[src/rtl/irqc_pkg.sv]
package irqc_pkg;
    localparam int DW    = 32;
    localparam int NMASK = 3;

    localparam int OFS_CAUSE = 0;
    localparam int OFS_MASK0 = 1;

    localparam logic [DW-1:0] KEEP_MAIN = 32'h3C3F_FFFE;
    localparam logic [DW-1:0] KEEP_PCI  = 32'h03FF_FFFE;
    localparam logic [DW-1:0] KEEP_SERR = 32'h0000_003F;

    function automatic logic [DW-1:0] keep_for(input int idx);
        case (idx)
            0:       return KEEP_MAIN;
            1:       return KEEP_PCI;
            default: return KEEP_SERR;
        endcase
    endfunction

    typedef struct packed {
        logic [DW-1:1] bits;
    } cause_st_t;

    typedef struct packed {
        logic [NMASK-1:0][DW-1:0] val;
    } mask_st_t;
endpackage

[src/rtl/irqc_cause_reg.sv]
module irqc_cause_reg
    import irqc_pkg::*;
(
    input  logic          clk,
    input  logic          rst_n,
    input  logic          clr_we,
    input  logic [DW-1:1] clr_data,
    input  logic [DW-1:1] evt,
    output logic [DW-1:0] cause_word
);
    cause_st_t st_d, st_q;

    always_comb begin
        st_d = st_q;
        if (clr_we) begin
            st_d.bits = st_q.bits & clr_data;
        end
        st_d.bits = st_d.bits | evt;
    end

    always_ff @(posedge clk or negedge rst_n) begin
        if (!rst_n) begin
            st_q <= '0;
        end else begin
            st_q <= st_d;
        end
    end

    assign cause_word = {st_q.bits, |st_q.bits};
endmodule

[src/rtl/irqc_mask_bank.sv]
module irqc_mask_bank
    import irqc_pkg::*;
(
    input  logic                      clk,
    input  logic                      rst_n,
    input  logic [NMASK-1:0]          we,
    input  logic [DW-1:0]             wdata,
    output logic [NMASK-1:0][DW-1:0]  masks
);
    mask_st_t st_d, st_q;
    logic [NMASK-1:0][DW-1:0] keep_w;

    for (genvar g = 0; g < NMASK; g++) begin : g_keep
        assign keep_w[g] = keep_for(g);
    end

    always_comb begin
        st_d = st_q;
        for (int i = 0; i < NMASK; i++) begin
            if (we[i]) begin
                st_d.val[i] = wdata & keep_w[i];
            end
        end
    end

    always_ff @(posedge clk or negedge rst_n) begin
        if (!rst_n) begin
            st_q <= '0;
        end else begin
            st_q <= st_d;
        end
    end

    assign masks = st_q.val;
endmodule

[src/rtl/irqc_read_mux.sv]
module irqc_read_mux
    import irqc_pkg::*;
#(
    parameter int ADDR_W = 4
) (
    input  logic [ADDR_W-1:0]         addr,
    input  logic [DW-1:0]             cause_word,
    input  logic [NMASK-1:0][DW-1:0]  masks,
    output logic [DW-1:0]             rdata
);
    always_comb begin
        rdata = '0;
        if (addr == ADDR_W'(OFS_CAUSE)) begin
            rdata = cause_word;
        end
        for (int i = 0; i < NMASK; i++) begin
            if (addr == ADDR_W'(OFS_MASK0 + i)) begin
                rdata = masks[i];
            end
        end
    end
endmodule

[src/rtl/irqc_top.sv]
module irqc_top
    import irqc_pkg::*;
#(
    parameter int ADDR_W = 4
) (
    input  logic              clk,
    input  logic              rst_n,
    input  logic              reg_wr,
    input  logic [ADDR_W-1:0] reg_addr,
    input  logic [31:0]       reg_wdata,
    output logic [31:0]       reg_rdata,
    input  logic [31:0]       evt_set,
    output logic              irq_out
);
    logic                     wr_cause;
    logic [NMASK-1:0]         wr_mask;
    logic [DW-1:0]            cause_word;
    logic [NMASK-1:0][DW-1:0] masks;
    logic [DW-1:0]            mask_main;
    logic [DW-1:0]            mask_pci;
    logic [DW-1:0]            mask_serr;
    logic                     unused_evt0;

    assign unused_evt0 = evt_set[0];
    assign wr_cause    = reg_wr && (reg_addr == ADDR_W'(OFS_CAUSE));

    for (genvar g = 0; g < NMASK; g++) begin : g_wdec
        assign wr_mask[g] = reg_wr && (reg_addr == ADDR_W'(OFS_MASK0 + g));
    end

    irqc_cause_reg u_cause (
        .clk        (clk),
        .rst_n      (rst_n),
        .clr_we     (wr_cause),
        .clr_data   (reg_wdata[DW-1:1]),
        .evt        (evt_set[DW-1:1]),
        .cause_word (cause_word)
    );

    irqc_mask_bank u_masks (
        .clk   (clk),
        .rst_n (rst_n),
        .we    (wr_mask),
        .wdata (reg_wdata),
        .masks (masks)
    );

    irqc_read_mux #(.ADDR_W(ADDR_W)) u_rmux (
        .addr       (reg_addr),
        .cause_word (cause_word),
        .masks      (masks),
        .rdata      (reg_rdata)
    );

    assign mask_main = masks[0];
    assign mask_pci  = masks[1];
    assign mask_serr = masks[2];

    assign irq_out = |(cause_word[DW-1:1] & mask_main[DW-1:1]);
endmodule

[config.mk]
export PLATFORM = sky130hd
export DESIGN_NAME = irqc_top
export DESIGN_NICKNAME = d
export VERILOG_FILES = /design/src/rtl/irqc_pkg.sv /design/src/rtl/irqc_cause_reg.sv /design/src/rtl/irqc_mask_bank.sv /design/src/rtl/irqc_read_mux.sv /design/src/rtl/irqc_top.sv
export SDC_FILE = /design/constraint.sdc
export NUM_CORES = 1
export LEC_CHECK = 0
export ABC_CLOCK_PERIOD_IN_PS = 2400
export BUFFER_PORTS_ARGS = -buffer_cell sky130_fd_sc_hd__buf_2
export CAP_MARGIN = 40
export CORE_MARGIN = 2
export CORE_UTILIZATION = 53
export DETAILED_ROUTE_END_ITERATION = 16
export HOLD_SLACK_MARGIN = 0.12
export PLACE_DENSITY = 0.79
export SYNTH_ARGS = -nofsm -noshare
export SYNTH_HDL_FRONTEND = slang
export SYNTH_SLANG_ARGS = --single-unit
export TNS_END_PERCENT = 10
[constraint.sdc]
create_clock -name clk -period 2.4 [get_ports clk]
set_input_delay 0.48 -clock clk [delete_from_list [all_inputs] [get_ports clk]]
set_output_delay 0.48 -clock clk [all_outputs]
set_load 0.005 [all_outputs]
==> results of run 1 <==
==> synth_stat cells, drive strengths merged (5+ instances only) <==
| cell type | instances | share of area, % |
|---|---|---|
| mux2 | 56 | 16 |
| buf | 5 | 1.0 |
| nand2 | 36 | 3.6 |
| o21ai | 32 | 4.0 |
| clkbuf | 9 | 0.85 |
| mux2i | 5 | 1.3 |
| nor2 | 7 | 0.72 |
| dfrtp | 87 | 55 |
| nand2b | 31 | 4.9 |
| a22o | 11 | 2.4 |
| nor4 | 10 | 2.7 |
| a221o | 5 | 1.3 |
| a22oi | 22 | 4.1 |
==> path summary, 6_finish.rpt <==
path / slack, ns / to / cells past startpoint / start
max reg2reg: 1.56 / u_masks.masks[26]$_DFFE_PN0P_ / 1 / u_masks.masks[26]$_DFFE_PN0P_
min: 0.17 / u_cause.st_q[20]$_DFF_PN0_ / 1 / rst_n
max in group asynchronous: 1.51 / u_masks.masks[2]$_DFFE_PN0P_ / 2 / rst_n
max: 0.15 / reg_rdata[0] / 5 / u_cause.st_q[25]$_DFF_PN0_
min reg2reg: 0.50 / u_masks.masks[54]$_DFFE_PN0P_ / 1 / u_masks.masks[54]$_DFFE_PN0P_
min in group clk: 0.30 / u_cause.st_q[17]$_DFF_PN0_ / 2 / evt_set[18]
==> final cells by class <==
| class | instances | share of cell area [%] |
|---|---|---|
| Sequential cell | 87 | 44.7 |
| Tap cell | 99 | 2.55 |
| Clock inverter | 5 | 1.18 |
| Clock buffer | 11 | 2.91 |
| Inverter | 2 | 0.154 |
| Multi-Input combinational cell | 229 | 35.5 |
| Timing Repair Buffer | 113 | 13.0 |
==> stage by stage <==
step	total power [mW]	setup slack, ns	hold WS, ns	cells	utilization [%]
2_1_floorplan	2.13	0.290	0.184	332	-
3_3_place_gp	2.33	0.238	0.473	530	64.3
3_5_place_dp	2.37	0.211	0.485	530	64.3
4_1_cts	3.38	0.111	0.198	546	67.1
5_1_grt	3.52	0.00353	0.232	546	67.1
6_report	3.37	0.151	0.171	546	67.1
==> registers in the layout (all words and copies together), names as in the netlist <==
| name | flops |
|---|---|
| u_cause.st_q | 31 |
| u_masks.masks | 56 |
==> power by group <==
group	switching, mW	internal (mW)
Sequential	0.153	1.69
Combinational	0.210	0.283
Clock	0.522	0.508
==> metal layers <==
| metal | up-vias | global-route usage, % | wire [µm] |
|---|---|---|---|
| li1 | 1448 | - | - |
| met3 | 14 | 4.26 | 597 |
| met4 | 0 | 10.4 | 190 |
| met5 | - | 0 | 0 |
| met2 | 105 | 42.2 | 4930 |
| met1 | 1541 | 35.4 | 4410 |
==> cell families (layout without fill, tap and decap cells) <==
logic type             count (synthesis)  after routing  share of synthesized area (%)
and+or+nand+nor                       94             94                           13.5
AOI/OAI and AO/OA                     74             74                           12.7
muxes                                 61             61                           17.1
buffers and inverters                 16            131                           2.04
DFF                                   87             87                           54.6
==> summary.txt, run 1 <==
delay of the slowest critical-path stage: 0.45 ns
Post-CTS Resized: 0
Power Density: 692 mW/mm²
clk_lat worst skew: 0.36 ns
antenna-violating nets left: 0
Die Span Y: 90.7 µm
Initial Util: 54.9%
Syn Area/Cell: 12.0 µm²
Yosys cell types: 30
I/O pins: 104
dpl cell area: 0.00467 mm²
Slew Limit Fails: 0
sequential fraction of the synthesis area: 54.6%
Die W: 90.7 µm
vias: 3108
share of layout cells above drive strength 1: 36.7%
cells along the critical path: nor4_1, nand4_1, o21ai_0, nand2_1, buf_2
ratio of final minimum period to clock period: 93.7%
Ys Warns: 0
PortBufs: 102
clk buf depth: 2
Core Region: 0.00725 mm²
multi-input logic area: 0.00173 mm²
# H-tree levels: 3
Inserted Diodes: 0
commonest non-fill, non-tap cell in the layout: buf_2
P&R area growth vs syn: 22.1%
CP Launch Type: flop
most frequent cells in the layout: buf_2, dfrtp_1, nand2_1, o21ai_0, nand2b_1
largest net degree at the start of global routing: 60
Final Hold Vio Count: 0
f_max: 0.445 GHz
setup TNS: 0 ns
Iteration-0 DRC Markers: 175
CTS sink cnt: 87
Worst-path clk slew: 0.09 ns
post-synthesis instance area: 0.00398 mm²
CP top delay family: simple AND/OR/NAND/NOR gates
Syn Nets: 403
GRT Overall Usage: 26.1%
TritonCTS clock tree: yes
Critical-path top delay cell: dfrtp_1
fill count: 569
# Post-CTS Setup Buffers: 0
Placement Rows: 31
GRT overflow: 0
worst vdd ir: 409 µV
hold buffers post-CTS: 0
via density per instance: 5.69
DR WL/cell: 18.5 µm
number of buffers created by CTS: 9
endpoints failing setup: 0
data arrival time of the critical path: 1.77 ns
TritonRoute pass-1 iters: 5
design area: 0.00487 mm²
Leak: 2.22 nW
clk root buf: clkbuf_8
Crit Path Category: reg -> out
Slew headroom: 50.8%
Post-Synthesis Cells: 332
post-DP HPWL: 7.18 mm
first-pass GRT wire length: 16.6 mm
Async S/R FF share, synth: 100%
worst min-delay path class: in -> async
critical path required time: 1.92 ns
WP buf/inv: 1
prevailing post-synth register cell: dfrtp_1
register area: 0.00218 mm²
number of synthesized flops with an enable pin: 0
initial antenna violation count: 0
unrepaired setup endpoints after global routing: false
Tmin final: 2.25 ns
WL final: 10.1 mm
DIE AREA: 0.00823 mm²
Layout Skew: 0 ns
routability congestion estimate from global placement: 0.830
Final #Nets: 513
vias in the first global route: 3236
crit path capture type: primary output
DR DRC count: 0
Tightest Pin Transition: 0.738 ns
maximum fanout along the worst path: 4
max-cap viol count: 0
#FFs+latches synth: 87
outcome: finished, final reports clean
(Power assumes the default switching activity.)
==> run 2: changes to the inputs <==
--- a/config.mk
+++ b/config.mk
@@ -5,14 +5,15 @@
 export SDC_FILE = /design/constraint.sdc
 export NUM_CORES = 1
 export LEC_CHECK = 0
-export ABC_CLOCK_PERIOD_IN_PS = 2400
+export ABC_CLOCK_PERIOD_IN_PS = 2800
 export BUFFER_PORTS_ARGS = -buffer_cell sky130_fd_sc_hd__buf_2
 export CAP_MARGIN = 40
 export CORE_MARGIN = 2
-export CORE_UTILIZATION = 53
+export CORE_UTILIZATION = 57
 export DETAILED_ROUTE_END_ITERATION = 16
 export HOLD_SLACK_MARGIN = 0.12
-export PLACE_DENSITY = 0.79
+export PLACE_DENSITY_LB_ADDON = 0.3
+export RECOVER_POWER = 25
 export SYNTH_ARGS = -nofsm -noshare
 export SYNTH_HDL_FRONTEND = slang
 export SYNTH_SLANG_ARGS = --single-unit
==> constraint.sdc (replaced) <==
create_clock -name clk -period 2.8 [get_ports clk]
set_input_delay 0.56 -clock clk [delete_from_list [all_inputs] [get_ports clk]]
set_output_delay 0.56 -clock clk [all_outputs]
set_load 0.005 [all_outputs]
==> run 2 against run 1 <==
Compared with the run above:
- the flow now finishes with violations (capacitance limit, slew limit)
- sequential cell count did not move
- clock skew did not move
- wire length decreased by 3.7%
- global-route usage grew 0.71 points
- sequential power shrank 14%
- largest cell class unchanged
- largest power group unchanged
- highest routed layer unchanged
==> summary.txt, run 2 (same netlist as run 1, synthesis figures left out) <==
antenna-violating nets left: 0 (unchanged)
fill count: 468 (was 569)
DR DRC count: 0 (unchanged)
final core utilization: 71.6% (was 67.1%)
maximum fanout along the worst path: 9 (was 4)
data arrival time of the critical path: 1.94 ns (was 1.77 ns)
TritonCTS clock tree: yes (unchanged)
# Post-CTS Setup Buffers: 0 (unchanged)
Post-CTS Resized: 0 (unchanged)
max-cap viol count: 1 (was 0)
hold buffers post-CTS: 0 (unchanged)
Slew Limit Fails: 88 (was 0)
flop-to-flop setup slack: 1.97 ns (was 1.56 ns)
commonest non-fill, non-tap cell in the layout: buf_2 (unchanged)
# H-tree levels: 3 (unchanged)
Core Region: 0.00679 mm² (was 0.00725 mm²)
number of buffers created by CTS: 9 (unchanged)
Worst-path clk slew: 0.09 ns (about the same)
endpoints failing setup: 0 (unchanged)
critical path required time: 2.24 ns (was 1.92 ns)
vias: 3091 (was 3108)
PortBufs: 102 (unchanged)
cells along the critical path: buf_2, inv_1, nor4_4, a22o_1, a221o_1, buf_2 (was nor4_1, nand4_1, o21ai_0, nand2_1, buf_2)
failing checks: capacitance limit, slew limit
Final #Nets: 509 (was 513)
f_max: 0.400 GHz
pre-CTS setup slack: 0.321 ns (was 0.211 ns)
hold path start: evt_set[11]
worst reg2reg endpoint: u_masks.masks[18]$_DFFE_PN0P_ (was u_masks.masks[26]$_DFFE_PN0P_)
Tightest Pin Transition: 2.09 ns (was 0.738 ns)
Power Density: 622 mW/mm² (was 692 mW/mm²)
Slew headroom: -39.1% (was 50.8%)
Initial Util: 58.6% (was 54.9%)
CTS sink cnt: 87 (unchanged)
outcome: finished with violations (was finished, final reports clean)
GRT Overall Usage: 26.9% (was 26.1%)
worst setup margin: 0.299 ns (was 0.151 ns)
Top cell by count, worst path: buf_2
Critical-path top delay cell: nor4_4 (was dfrtp_1)
Tmin final: 2.50 ns
Leak: 2.22 nW (about the same)
Layout Skew: 0 ns (unchanged)
WL final: 9.75 mm (was 10.1 mm)
P&R area growth vs syn: 22.2% (was 22.1%)
routability congestion estimate from global placement: 0.802 (was 0.830)
Die W: 87.6 µm (was 90.7 µm)
ratio of final minimum period to clock period: 89.3%
most frequent cells in the layout: buf_2, dfrtp_1, nand2_1, o21ai_0, nand2b_1 (unchanged)
GRT overflow: 0 (unchanged)
register area: 0.00218 mm² (unchanged)
Iteration-0 DRC Markers: 299 (was 175)
Placement Rows: 30 (was 31)
Crit Path Category: in -> out (was reg -> out)
clk buf depth: 2 (unchanged)
first-pass GRT wire length: 15.2 mm (was 16.6 mm)
Die Span Y: 87.6 µm (was 90.7 µm)
Reg2Reg Depth: 1 (unchanged)
WHS Endpoint: u_cause.st_q[10]$_DFF_PN0_
largest net degree at the start of global routing: 88 (was 60)
WP buf/inv: 3 (was 1)
clk root buf: clkbuf_8 (unchanged)
Inserted Diodes: 0 (unchanged)
DR WL/cell: 18.1 µm (was 18.5 µm)
worst r2r src: u_masks.masks[18]$_DFFE_PN0P_ (was u_masks.masks[26]$_DFFE_PN0P_)
I/O pins: 104 (unchanged)
multi-input logic area: 0.00173 mm² (unchanged)
TritonRoute pass-1 iters: 4 (was 5)
post-DP HPWL: 6.75 mm (was 7.18 mm)
unrepaired setup endpoints after global routing: false (unchanged)
share of layout cells above drive strength 1: 36.1% (was 36.7%)
CP top delay family: simple AND/OR/NAND/NOR gates (unchanged)
max FFs per register: 56 (unchanged)
vias in the first global route: 3154 (was 3236)
Final Hold Vio Count: 0 (unchanged)
clk_lat worst skew: 0.35 ns (was 0.36 ns)
setup TNS: 0 ns (unchanged)
DIE AREA: 0.00767 mm² (was 0.00823 mm²)
worst vdd ir: 388 µV (was 409 µV)
crit path capture type: primary output (unchanged)
worst min-delay path class: in -> reg (was in -> async)
worst hold slack: 0.376 ns (was 0.171 ns)
via density per instance: 5.73 (was 5.69)
initial antenna violation count: 0 (unchanged)
CP Depth: 6 (was 5)
Worst Hold Path Cells: 2
CP Launch Type: primary input (was flop)
delay of the slowest critical-path stage: 0.55 ns (was 0.45 ns)
## run 2: power breakdown
part	switching (mW)	internal, mW
Clock	0.443	0.591
Sequential	0.128	1.45
Combinational	0.178	0.239
Total	0.749	2.28
## run 2: stage by stage
| step | power [mW] | cell area (µm²) | cells |
|---|---|---|---|
| 2_1_floorplan | 1.82 | 3980 | 332 |
| 3_3_place_gp | 2.00 | 4650 | 523 |
| 3_5_place_dp | 2.02 | 4650 | 523 |
| 4_1_cts | 3.05 | 4880 | 539 |
| 5_1_grt | 3.16 | 4870 | 539 |
| 6_report | 3.03 | 4870 | 539 |
## run 2: how the worst max path moves through the flow
stage / start / end / slack [ns]
after floorplan: reg_addr[1] / reg_rdata[10] / 0.53
after global placement: reg_addr[1] / reg_rdata[3] / 0.33
after detailed placement: reg_addr[1] / reg_rdata[3] / 0.32
after CTS: reg_addr[1] / reg_rdata[3] / 0.31
after global routing: rst_n / u_cause.st_q[19]$_DFF_PN0_ / 0.17
final: reg_addr[1] / reg_rdata[3] / 0.30
## run 2: routing by layer
metal	track usage [%]	routed length (µm)	vias up
li1	-	-	1439
met1	33.9	4180	1527
met2	42.8	4780	106
met3	8.01	573	19
met4	12.7	206	0
met5	0	0	-
## run 2: cell type report
cell class / count / area share (%)
Clock buffer: 10 / 2.62
Clock inverter: 6 / 2.24
Inverter: 2 / 0.154
Multi-Input combinational cell: 229 / 35.4
Sequential cell: 87 / 44.7
Tap cell: 96 / 2.47
Timing Repair Buffer: 109 / 12.3
